==> src/rtl/cen_pkg.sv <==
package cen_pkg;

    localparam int ADDR_W  = 2;
    localparam int DATA_W  = 14;
    localparam int NDOM    = 10;
    localparam int NPER    = 3;
    localparam int NASY    = 3;
    localparam int HOST_W  = 2;
    localparam int PER_W   = 4;
    localparam int SUB_W   = 3;
    localparam int TMR_W   = 2;
    localparam int ST_W    = 3;
    localparam int SUB_DEF = 1;
    localparam int TMR_MIN = 3;

    localparam logic [ADDR_W-1:0] A_MASK  = 2'd0;
    localparam logic [ADDR_W-1:0] A_RATIO = 2'd1;
    localparam logic [ADDR_W-1:0] A_AUX   = 2'd2;

    // domain indices, also the status bit order
    localparam int D_MAIN = 0;
    localparam int D_HOST = 1;
    localparam int D_PER0 = 2;
    localparam int D_ASY0 = 5;
    localparam int D_SUB  = 8;
    localparam int D_TMR  = 9;

    // position of each domain's disable bit in the mask word
    function automatic int mask_pos(input int d);
        case (d)
            0:       return 0;
            1:       return 1;
            2:       return 2;
            3:       return 3;
            4:       return 8;
            5:       return 4;
            6:       return 5;
            7:       return 11;
            8:       return 12;
            default: return 6;
        endcase
    endfunction

    typedef struct packed {
        logic [NDOM-1:0]            off;
        logic [HOST_W-1:0]          host_m1;
        logic [NPER-1:0][PER_W-1:0] per_m1;
        logic [SUB_W-1:0]           sub_m1;
        logic [TMR_W-1:0]           tmr_f;
        logic [ST_W-1:0]            st_m1;
    } cen_cfg_t;

endpackage

==> src/rtl/cen_regs.sv <==
module cen_regs
    import cen_pkg::*;
(
    input  logic              clk,
    input  logic              rst_n,
    input  logic              we,
    input  logic [ADDR_W-1:0] addr,
    input  logic [DATA_W-1:0] wdata,
    output cen_cfg_t          cfg
);

    always_ff @(posedge clk) begin
        if (!rst_n) begin
            cfg        <= '0;
            cfg.sub_m1 <= SUB_W'(SUB_DEF);
        end else if (we) begin
            case (addr)
                A_MASK: begin
                    for (int d = 0; d < NDOM; d++)
                        cfg.off[d] <= wdata[mask_pos(d)];
                end
                A_RATIO: begin
                    cfg.host_m1 <= wdata[HOST_W-1:0];
                    for (int i = 0; i < NPER; i++)
                        cfg.per_m1[i] <= wdata[HOST_W + i*PER_W +: PER_W];
                end
                A_AUX: begin
                    cfg.sub_m1 <= wdata[SUB_W-1:0];
                    cfg.tmr_f  <= wdata[SUB_W +: TMR_W];
                    cfg.st_m1  <= wdata[SUB_W+TMR_W +: ST_W];
                end
                default: ;
            endcase
        end
    end

endmodule

==> src/rtl/cen_div.sv <==
module cen_div #(
    parameter int RW = 4
) (
    input  logic          clk,
    input  logic          rst_n,
    input  logic          tick_in,
    input  logic [RW-1:0] ratio_m1,
    output logic          tick_out
);

    typedef enum logic {DV_FIRE, DV_WAIT} dv_state_t;

    dv_state_t     state;
    logic [RW-1:0] remain;

    // state register: advances only on parent ticks
    always_ff @(posedge clk) begin
        if (!rst_n) begin
            state  <= DV_FIRE;
            remain <= '0;
        end else if (tick_in) begin
            unique case (state)
                DV_FIRE: begin
                    if (ratio_m1 != '0) begin
                        state  <= DV_WAIT;
                        remain <= ratio_m1 - RW'(1);
                    end
                end
                DV_WAIT: begin
                    if (remain == '0) state  <= DV_FIRE;
                    else              remain <= remain - RW'(1);
                end
            endcase
        end
    end

    // output decode
    always_comb begin
        unique case (state)
            DV_FIRE: tick_out = tick_in;
            DV_WAIT: tick_out = 1'b0;
        endcase
    end


    div_gap_chk: assert property (@(posedge clk) disable iff (!rst_n)
        (tick_out && ratio_m1 != '0) |=> !tick_out);

endmodule

==> src/rtl/clk_enable_tree.sv <==
module clk_enable_tree
    import cen_pkg::*;
(
    input  logic              clk,
    input  logic              rst_n,
    input  logic              st_mode,
    input  logic              cfg_we,
    input  logic [1:0]        cfg_addr,
    input  logic [13:0]       cfg_wdata,
    output logic              en_main,
    output logic              en_main_dly,
    output logic              en_host,
    output logic [2:0]        en_per,
    output logic [2:0]        en_asy,
    output logic              en_asy_sub,
    output logic              en_tmr,
    output logic [9:0]        running,
    output logic              ratio_err
);

    localparam int TRW = TMR_W + 1;

    cen_cfg_t        cfg;
    logic            main_raw, host_raw, sub_raw, tmr_raw;
    logic [NPER-1:0] per_raw;
    logic [1:0]      dly_sr;
    logic [ST_W-1:0] main_m1;
    logic [TRW-1:0]  tmr_m1;
    logic [PER_W:0]  r_p0, r_p1;
    logic [1:0]      age;

    cen_regs u_regs (
        .clk   (clk),
        .rst_n (rst_n),
        .we    (cfg_we),
        .addr  (cfg_addr),
        .wdata (cfg_wdata),
        .cfg   (cfg)
    );

    assign main_m1 = st_mode ? cfg.st_m1 : '0;
    assign tmr_m1  = TRW'(cfg.tmr_f) + TRW'(TMR_MIN - 1);

    cen_div #(.RW(ST_W)) u_main (
        .clk(clk), .rst_n(rst_n), .tick_in(1'b1),
        .ratio_m1(main_m1), .tick_out(main_raw));

    cen_div #(.RW(HOST_W)) u_host (
        .clk(clk), .rst_n(rst_n), .tick_in(main_raw),
        .ratio_m1(cfg.host_m1), .tick_out(host_raw));

    for (genvar k = 0; k < NPER; k++) begin : g_per
        cen_div #(.RW(PER_W)) u_per (
            .clk(clk), .rst_n(rst_n), .tick_in(host_raw),
            .ratio_m1(cfg.per_m1[k]), .tick_out(per_raw[k]));
        assign en_per[k] = per_raw[k] & ~cfg.off[D_PER0+k];
    end

    for (genvar j = 0; j < NASY; j++) begin : g_asy
        assign en_asy[j] = per_raw[0] & ~cfg.off[D_ASY0+j];
    end

    cen_div #(.RW(SUB_W)) u_sub (
        .clk(clk), .rst_n(rst_n), .tick_in(en_asy[NASY-1]),
        .ratio_m1(cfg.sub_m1), .tick_out(sub_raw));

    cen_div #(.RW(TRW)) u_tmr (
        .clk(clk), .rst_n(rst_n), .tick_in(per_raw[0]),
        .ratio_m1(tmr_m1), .tick_out(tmr_raw));

    assign en_main    = main_raw & ~cfg.off[D_MAIN];
    assign en_host    = host_raw & ~cfg.off[D_HOST];
    assign en_asy_sub = sub_raw  & ~cfg.off[D_SUB];
    assign en_tmr     = tmr_raw  & ~cfg.off[D_TMR];

    always_ff @(posedge clk) begin
        if (!rst_n) dly_sr <= '0;
        else        dly_sr <= {dly_sr[0], en_main};
    end
    assign en_main_dly = dly_sr[1];

    always_comb begin
        for (int d = 0; d < NDOM; d++) running[d] = ~cfg.off[d];
        running[D_SUB] = ~cfg.off[D_SUB] & ~cfg.off[D_ASY0+NASY-1];
    end

    assign r_p0      = (PER_W+1)'(cfg.per_m1[0]) + (PER_W+1)'(1);
    assign r_p1      = (PER_W+1)'(cfg.per_m1[1]) + (PER_W+1)'(1);
    assign ratio_err = (r_p0 % r_p1) != '0;

    // cycles since reset, saturating; used only by the checks below
    always_ff @(posedge clk) begin
        if (!rst_n)         age <= '0;
        else if (age != '1) age <= age + 2'd1;
    end


    dly_lag_chk: assert property (@(posedge clk) disable iff (!rst_n)
        (age == 2'd3) |-> (en_main_dly == $past(en_main, 2)));


    host_off_chk: assert property (@(posedge clk) disable iff (!rst_n)
        (cfg_we && cfg_addr == A_MASK && cfg_wdata[1]) |=> !en_host);


    tmr_gap_chk: assert property (@(posedge clk) disable iff (!rst_n)
        (age == 2'd3 && en_tmr) |-> (!$past(en_tmr) && !$past(en_tmr, 2)));

endmodule

==> config.mk <==
export PLATFORM = sky130hd
export DESIGN_NAME = clk_enable_tree
export DESIGN_NICKNAME = d
export VERILOG_FILES = /design/src/rtl/cen_pkg.sv /design/src/rtl/cen_regs.sv /design/src/rtl/cen_div.sv /design/src/rtl/clk_enable_tree.sv
export SDC_FILE = /design/constraint.sdc
export NUM_CORES = 1
export LEC_CHECK = 0
export ABC_CLOCK_PERIOD_IN_PS = 6550
export CORE_MARGIN = 3
export CORE_UTILIZATION = 50
export DETAILED_ROUTE_END_ITERATION = 10
export HOLD_SLACK_MARGIN = 0.05
export PLACE_DENSITY = 0.86
export SLEW_MARGIN = 0
export SYNTH_ARGS = -nofsm -noshare
export SYNTH_HDL_FRONTEND = slang
export SYNTH_HIERARCHICAL = 1
export SYNTH_SLANG_ARGS = --single-unit
==> constraint.sdc <==
create_clock -name clk -period 6.55 [get_ports clk]
set_clock_uncertainty 0.05 [all_clocks]
set_input_delay 0.9825 -clock clk [delete_from_list [all_inputs] [get_ports clk]]
set_output_delay 0.9825 -clock clk [all_outputs]
set_load 0.01 [all_outputs]
== Word level (Yosys, flattened, before mapping) ==
Index checks and enable logic that the tools add are counted.

* Logic and storage cells: 231
* Register bits after elaboration: 64

* Add/subtract/negate cells: 17
* Eq/ne operators: 16
* Magnitude comparators: 10
* Muxes and demuxes: 110
* Bitwise logic cells: 28
* Reduce and logical (&&, ||, !) cells: 26
* Divide/modulo/power cells: 1

{| class="wikitable"
|+ Operator list
! kind !! number
|-
| 2-to-1 mux 32 bit || 30
|-
| < comparator 32 x 6 -> 1 bit (second input constant) || 10
|-
| binary-select mux 1 bit (select 4 bit) || 10
|-
| 2-to-1 mux 1 bit || 34
|-
| case mux 1 bit (2 select lines) || 14
|-
| 2-to-1 mux 4 bit || 6
|-
| case mux 4 bit (2 select lines) || 3
|-
| subtractor 4 x 1 -> 4 bit (second input constant) || 6
|-
| 2-to-1 mux 3 bit || 7
|-
| case mux 3 bit (2 select lines) || 3
|-
| AND reduction 3 bit || 6
|-
| subtractor 3 x 1 -> 3 bit (second input constant) || 6
|-
| NOT 1 bit || 17
|-
| != test 2 x 1 -> 1 bit (second input constant) || 7
|-
| != test 2 bit (second input constant) || 7
|-
| logical NOT 4 bit || 3
|-
| nonzero test 4 bit || 3
|-
| AND 1 bit || 11
|-
| adder 4 x 1 -> 5 bit (second input constant) || 2
|-
| logical NOT 3 bit || 3
|-
| nonzero test 3 bit || 3
|-
| AND reduction 2 bit || 4
|-
| modulo 5 x 5 -> 5 bit || 1
|-
| nonzero test 5 bit || 1
|-
| 8 further kinds || 11
|}

== Logic depth before layout (Yosys ltp) ==
* Depth in word-level cells: 7
* Gate-level depth with buffers: 33
* Mapped depth without buffers: 33

== By module ==
The synthesis kept the hierarchy.

{| class="wikitable"
|+ Modules (own cells, without submodules)
! module !! area an instance (um2) !! cells each !! times used
|-
| cen_regs || 1221.2 || 123 || 1
|-
| clk_enable_tree || 1173.6 || 163 || 1
|-
| cen_div (g_per[0].u_per ...) || 351.6 || 35 || 3
|-
| cen_div (u_main ...) || 280.3 || 28 || 3
|-
| cen_div (u_host) || 171.4 || 19 || 1
|}

== Least setup slack after synthesis ==
No wires, ideal clock.

* Kind: register -> output
* From: reg u_regs/cfg[8] (netlist name)
* To: out ratio_err
* Path buffers: 0
* Slack: -554 ps
* Stages on the path, launching flop included: 29
* Arrival: 6072 ps
* Path through: dfxtp_1 > ha_1 > and3_2 > ha_1 > nor4b_1 > nor2_1 > ha_1 > nand2b_1 > and2_4 > a211o_1 > a211oi_1 > inv_1 > ha_1 > nand2_1 > o21a_1 > nor2_1 > a2111o_1 > and2_1 > ha_1 > a41o_1 > o221ai_1 > o21ai_0 > ha_1 > a21oi_1 > o21ai_0 > a21o_1 > a21oi_1 > nor4_1 > a31oi_1

* Cells in the longest elaborated chain, start to end: 3

{| class="wikitable"
|+ RTL lines
! item !! RTL line !! text
|-
| adder 4 x 1 -> 5 bit || clk_enable_tree.sv:87 || <nowiki>assign r_p0 = (PER_W+1)'(cfg.per_m1[0]) + (PER_W+1)'(1);</nowiki>
|-
| modulo 5 x 5 -> 5 bit || clk_enable_tree.sv:89 || <nowiki>assign ratio_err = (r_p0 % r_p1) != '0;</nowiki>
|-
| nonzero test 5 bit || clk_enable_tree.sv:89 ||
|-
| to (decl) || clk_enable_tree.sv:18 || <nowiki>output logic ratio_err</nowiki>
|}

No other way between the ends.

== Final worst setup path ==
* From: reg u_regs/cfg[9] (netlist name)
* To: out ratio_err

* Cells in the longest elaborated chain, start to end: 3

{| class="wikitable"
|+ RTL lines
! item !! RTL line
|-
| adder 4 x 1 -> 5 bit || clk_enable_tree.sv:87
|-
| modulo 5 x 5 -> 5 bit || clk_enable_tree.sv:89
|-
| nonzero test 5 bit || clk_enable_tree.sv:89
|}

No other way between the ends.

==> results by stage <==
Global routing:
- The all-layer global routing usage is a little under a quarter.
- Entering global routing, the biggest net connects 88 pins.
- After global routing, the most crowded layer is met2.
- The via count of the first global-routing pass is 4059.
- The first global-routing pass estimated about 19000 um of wire.
- Global routing consumed, on the met2 layer, around two fifths of the routing resources.
- The initial antenna violation count is 0.
- The overall overflow remaining after global route is 0.
- In the global route stage, met3 resource usage came out at roughly 3.7%.
- Global routing used between 20 and 30% of the available met1 tracks.

Synthesis:
- The cell type contributing the most total cell area after synthesis is sky130_fd_sc_hd__dfxtp_1.
- Sorting the synthesized cells by how often they occur yields sky130_fd_sc_hd__dfxtp_1, sky130_fd_sc_hd__nand2_1, sky130_fd_sc_hd__mux2i_1.
- The synthesized netlist occupies a cell area of approximately 0.0045 mm^2.
- The count of state elements after synthesis is between 60 and 70.
- The most used flip-flop cell after synthesis is sky130_fd_sc_hd__dfxtp_1.
- The dominant cell by count in the synthesized netlist is sky130_fd_sc_hd__dfxtp_1.
- After technology mapping, the gate count stands at around 490.
- The post-synthesis sequential area ratio is between 20 and 30%.
- The synthesized design contains 0 enable-type register cells.
- The share of synthesized area in the top cell type comes to between 20% and 30%.
- The Yosys step of the flow raised 6 warnings.
- After synthesis, the cell types taking the most area are sky130_fd_sc_hd__dfxtp_1, sky130_fd_sc_hd__mux2i_1, sky130_fd_sc_hd__ha_1.
- After synthesis, the netlist uses 73 different library cells.
- Of all flip-flops after synthesis, the portion carrying an async set or reset was 0%.
- Each instance of the synthesized netlist takes up on average 9.03 um^2.

Job:
- Across the run, the number of max-cap violations was 0.

Setup path:
- The dominant delay contributor by cell family on the critical path is adder cells.
- The largest single stage delay on the critical path is 0.39 ns.
- The kind of critical path is flip-flop to output port.
- The critical path data required time is 5.52 ns.
- The startpoint of the most critical register-to-register path is u_main/state.
- The critical path capture point type is an output port.
- The worst path buffer plus inverter count is 4.
- The library cell contributing the largest single delay on the critical path is sky130_fd_sc_hd__ha_1.
- STA classifies the critical path startpoint as a flip-flop.
- Setup slack on the worst reg-to-reg path comes out at roughly 4 ns.
- In this run the worst path has a maximum fanout of 3.
- The arrival time at the worst endpoint is about 6 ns.
- The count of cells along the worst register-to-register path is 7.
- The endpoint identified for the worst register-to-register timing path is u_sub/remain[2].

Run status:
- The checks that failed: setup timing.
- The flow ran to the end, but the final reports show violations.

Route:
- The via count is between 4000 and 5000.
- The first detailed-routing pass ran for 4 iterations.
- In the routed design, unresolved DRC markers number 0.
- Wires add up to approximately 12000 um.
- After the first detailed-routing iteration, the DRC count stood at ~230.
- The average via count per standard cell is around 6.
- Dividing the detail-routed wire length by the instance count gives ~17 um.
- The remaining number of nets flagged by the antenna check after routing is 0.

Final layout:
- The total inserted antenna cells is 0.
- The area growth from synthesis to layout is 29.7%.
- The combined flip-flop and latch cell area is approximately 0.0013 mm^2.
- The final-layout fill cell count is 605.
- The share of cells above drive strength 1 is roughly 24%.
- The area used by multi-input combinational logic is around 0.0032 mm^2.
- The net count of the finished layout is around 640.

Die:
- The height of the die is ~100 um.
- During I/O placement, the number of pins put on the boundary was between 40 and 50.
- The effective utilization at floorplan is 53.0%.
- The core box area is roughly 0.0084 mm^2.
- The floorplan die area is between 0.01 and 0.015 mm^2.
- The standard-cell row count is 33.
- The die span in x is 100 um.

Timing:
- The worst slew slack as a fraction of its limit is 34.2%.
- The hold violation count in the final report is 0.
- For the finished layout, the period the worst path requires is roughly 7 ns.
- Setup violations remaining at the end of the flow were counted as 1.
- The maximum clock frequency is ~0.14 GHz.
- At the pin with the least slew margin, the transition time is 0.987 ns.
- After layout, the worst setup slack is -0.474 ns.
- Setup repair after global routing could not meet its margin everywhere.
- The total count of max-transition violations in the final report is 0.
- The share of the clock period used by the worst path after layout is 107%.

Place:
- Port buffering added ~40 buffers.
- Once detailed placement completed, the half-perimeter wirelength came to a little under 8000 um.
- The global placer's final weighted congestion is slightly above 0.9.
- The pre-CTS setup slack is -0.752 ns.

CTS:
- The cell chosen for the clock root is sky130_fd_sc_hd__clkbuf_8.
- In this run, CTS created clock tree buffers numbering 9.
- The insertion delay of the later-clocked pin in the worst-skew pair is around 0.35 ns.
- After clock tree synthesis, the clock-pin slew on the worst setup and hold paths is 0.08 ns.
- The total clock sinks is 64.
- TritonCTS built the clock tree.
- In this run the number of H-tree levels came out at 3.
- The maximum buffer depth of the clock tree is 2.
- In this run, post-CTS hold repair placed 0 buffers.

Power:
- IR analysis of the VDD net gives a maximum drop of 146 uV.
- The power consumption is around 0.0014 W.
- The static leakage power is 2.37 nW.
- Power spread over the standard cell area amounts to between 200 and 250 mW/mm^2.

Min path:
- The worst hold path depth is 1.
- For hold timing, the worst endpoint is dly_sr[1].
- The startpoint identified for the worst hold timing path is dly_sr[0].
- The classification of the worst-slack hold path is flip-flop to flip-flop.
-- layer usage --
layer,part of all wire (%),vias to the layer above,wire length (um)
met2,49,123,5680
met3,4.4,32,505
met5,0,-,0
li1,-,1982,-
met1,44,1950,5110
met4,2.5,0,295
-- how the worst max path moves through the flow --
stage | start | to | cells past startpoint | slack, ns
global placement | u_regs/cfg[9] | ratio_err | 32 | -0.45
floorplan | u_regs/cfg[8] | ratio_err | 29 | 0.03
global route | u_regs/cfg[9] | ratio_err | 30 | -0.81
finish | u_regs/cfg[9] | ratio_err | 30 | -0.47
CTS | u_regs/cfg[9] | ratio_err | 30 | -0.31
detailed placement | u_regs/cfg[9] | ratio_err | 31 | -0.75
-- final cells by class --
type                            count  share of cell area (%)
Timing Repair Buffer               97                    14.2
Inverter                           29                    1.88
Tap cell                          105                    2.27
Clock buffer                       10                    2.20
Multi-Input combinational cell    390                    55.9
Clock inverter                      6                    1.21
Sequential cell                    64                    22.3
-- cell usage in the layout, fill, tap and decap left out, types with 12 or more instances in the layout --
cell                              netlist  final
sky130_fd_sc_hd__nand3_1               14     14
sky130_fd_sc_hd__buf_4                  0     55
sky130_fd_sc_hd__clkdlybuf4s50_1        0     39
sky130_fd_sc_hd__mux2i_1               48     48
sky130_fd_sc_hd__inv_1                 28     28
sky130_fd_sc_hd__ha_1                  26     18
sky130_fd_sc_hd__nor2_1                15     12
sky130_fd_sc_hd__nor2b_1               14     14
sky130_fd_sc_hd__nand2_1               60     59
sky130_fd_sc_hd__dfxtp_1               64     60
-- power breakdown --
part | leakage (nW) | internal, W | switching (W)
logic | 1.75 | 0.000305 | 0.000281
clock network | 0.0887 | 0.000177 | 0.000165
registers | 0.523 | 0.000412 | 0.0000305
-- state kept, by name, summed over array words and instances, names as in the netlist --
signal,count
u_regs/cfg,32
g_per.u_per/remain,12
g_per.u_per/state,3
u_main/remain,3
u_sub/remain,3
u_tmr/remain,3
dly_sr,2
u_host/remain,2
u_host/state,1
u_main/state,1
u_sub/state,1
u_tmr/state,1
-- per-stage QoR --
step	cell area, um^2	hold WS, ns	setup TNS [ns]	utilization [%]	instances
final	5790	0.404	-0.474	68.7	701
after CTS	5700	0.407	-0.310	67.6	698
after floorplan	4550	0.362	0	-	497
after global routing	5790	0.441	-0.814	68.7	701
after detailed placement	5290	0.392	-0.752	62.8	671
after global placement	5290	0.372	-0.450	62.8	671
-- repair_timing --
| item | CTS | global route |
|---|---|---|
| cloned | 1 | 0 |
| setup endpoints to repair | 1 | 1 |
| setup buffers | 10 | 3 |
| resized for setup | 28 | 12 |
| pin swaps | 29 | 12 |
-- kinds of logic after synthesis --
group	after synthesis	share of synthesized area, %
adders and majority gates	27	7.74
xor gates and xnor gates	17	3.76
buffers and inverters	44	5.13
and+or+nand+nor	182	23.1
DFF	64	28.7
muxes	49	11.0
other	1	0.0840
AOI/OAI and AO/OA	110	20.5
(Power assumes the default switching activity.)
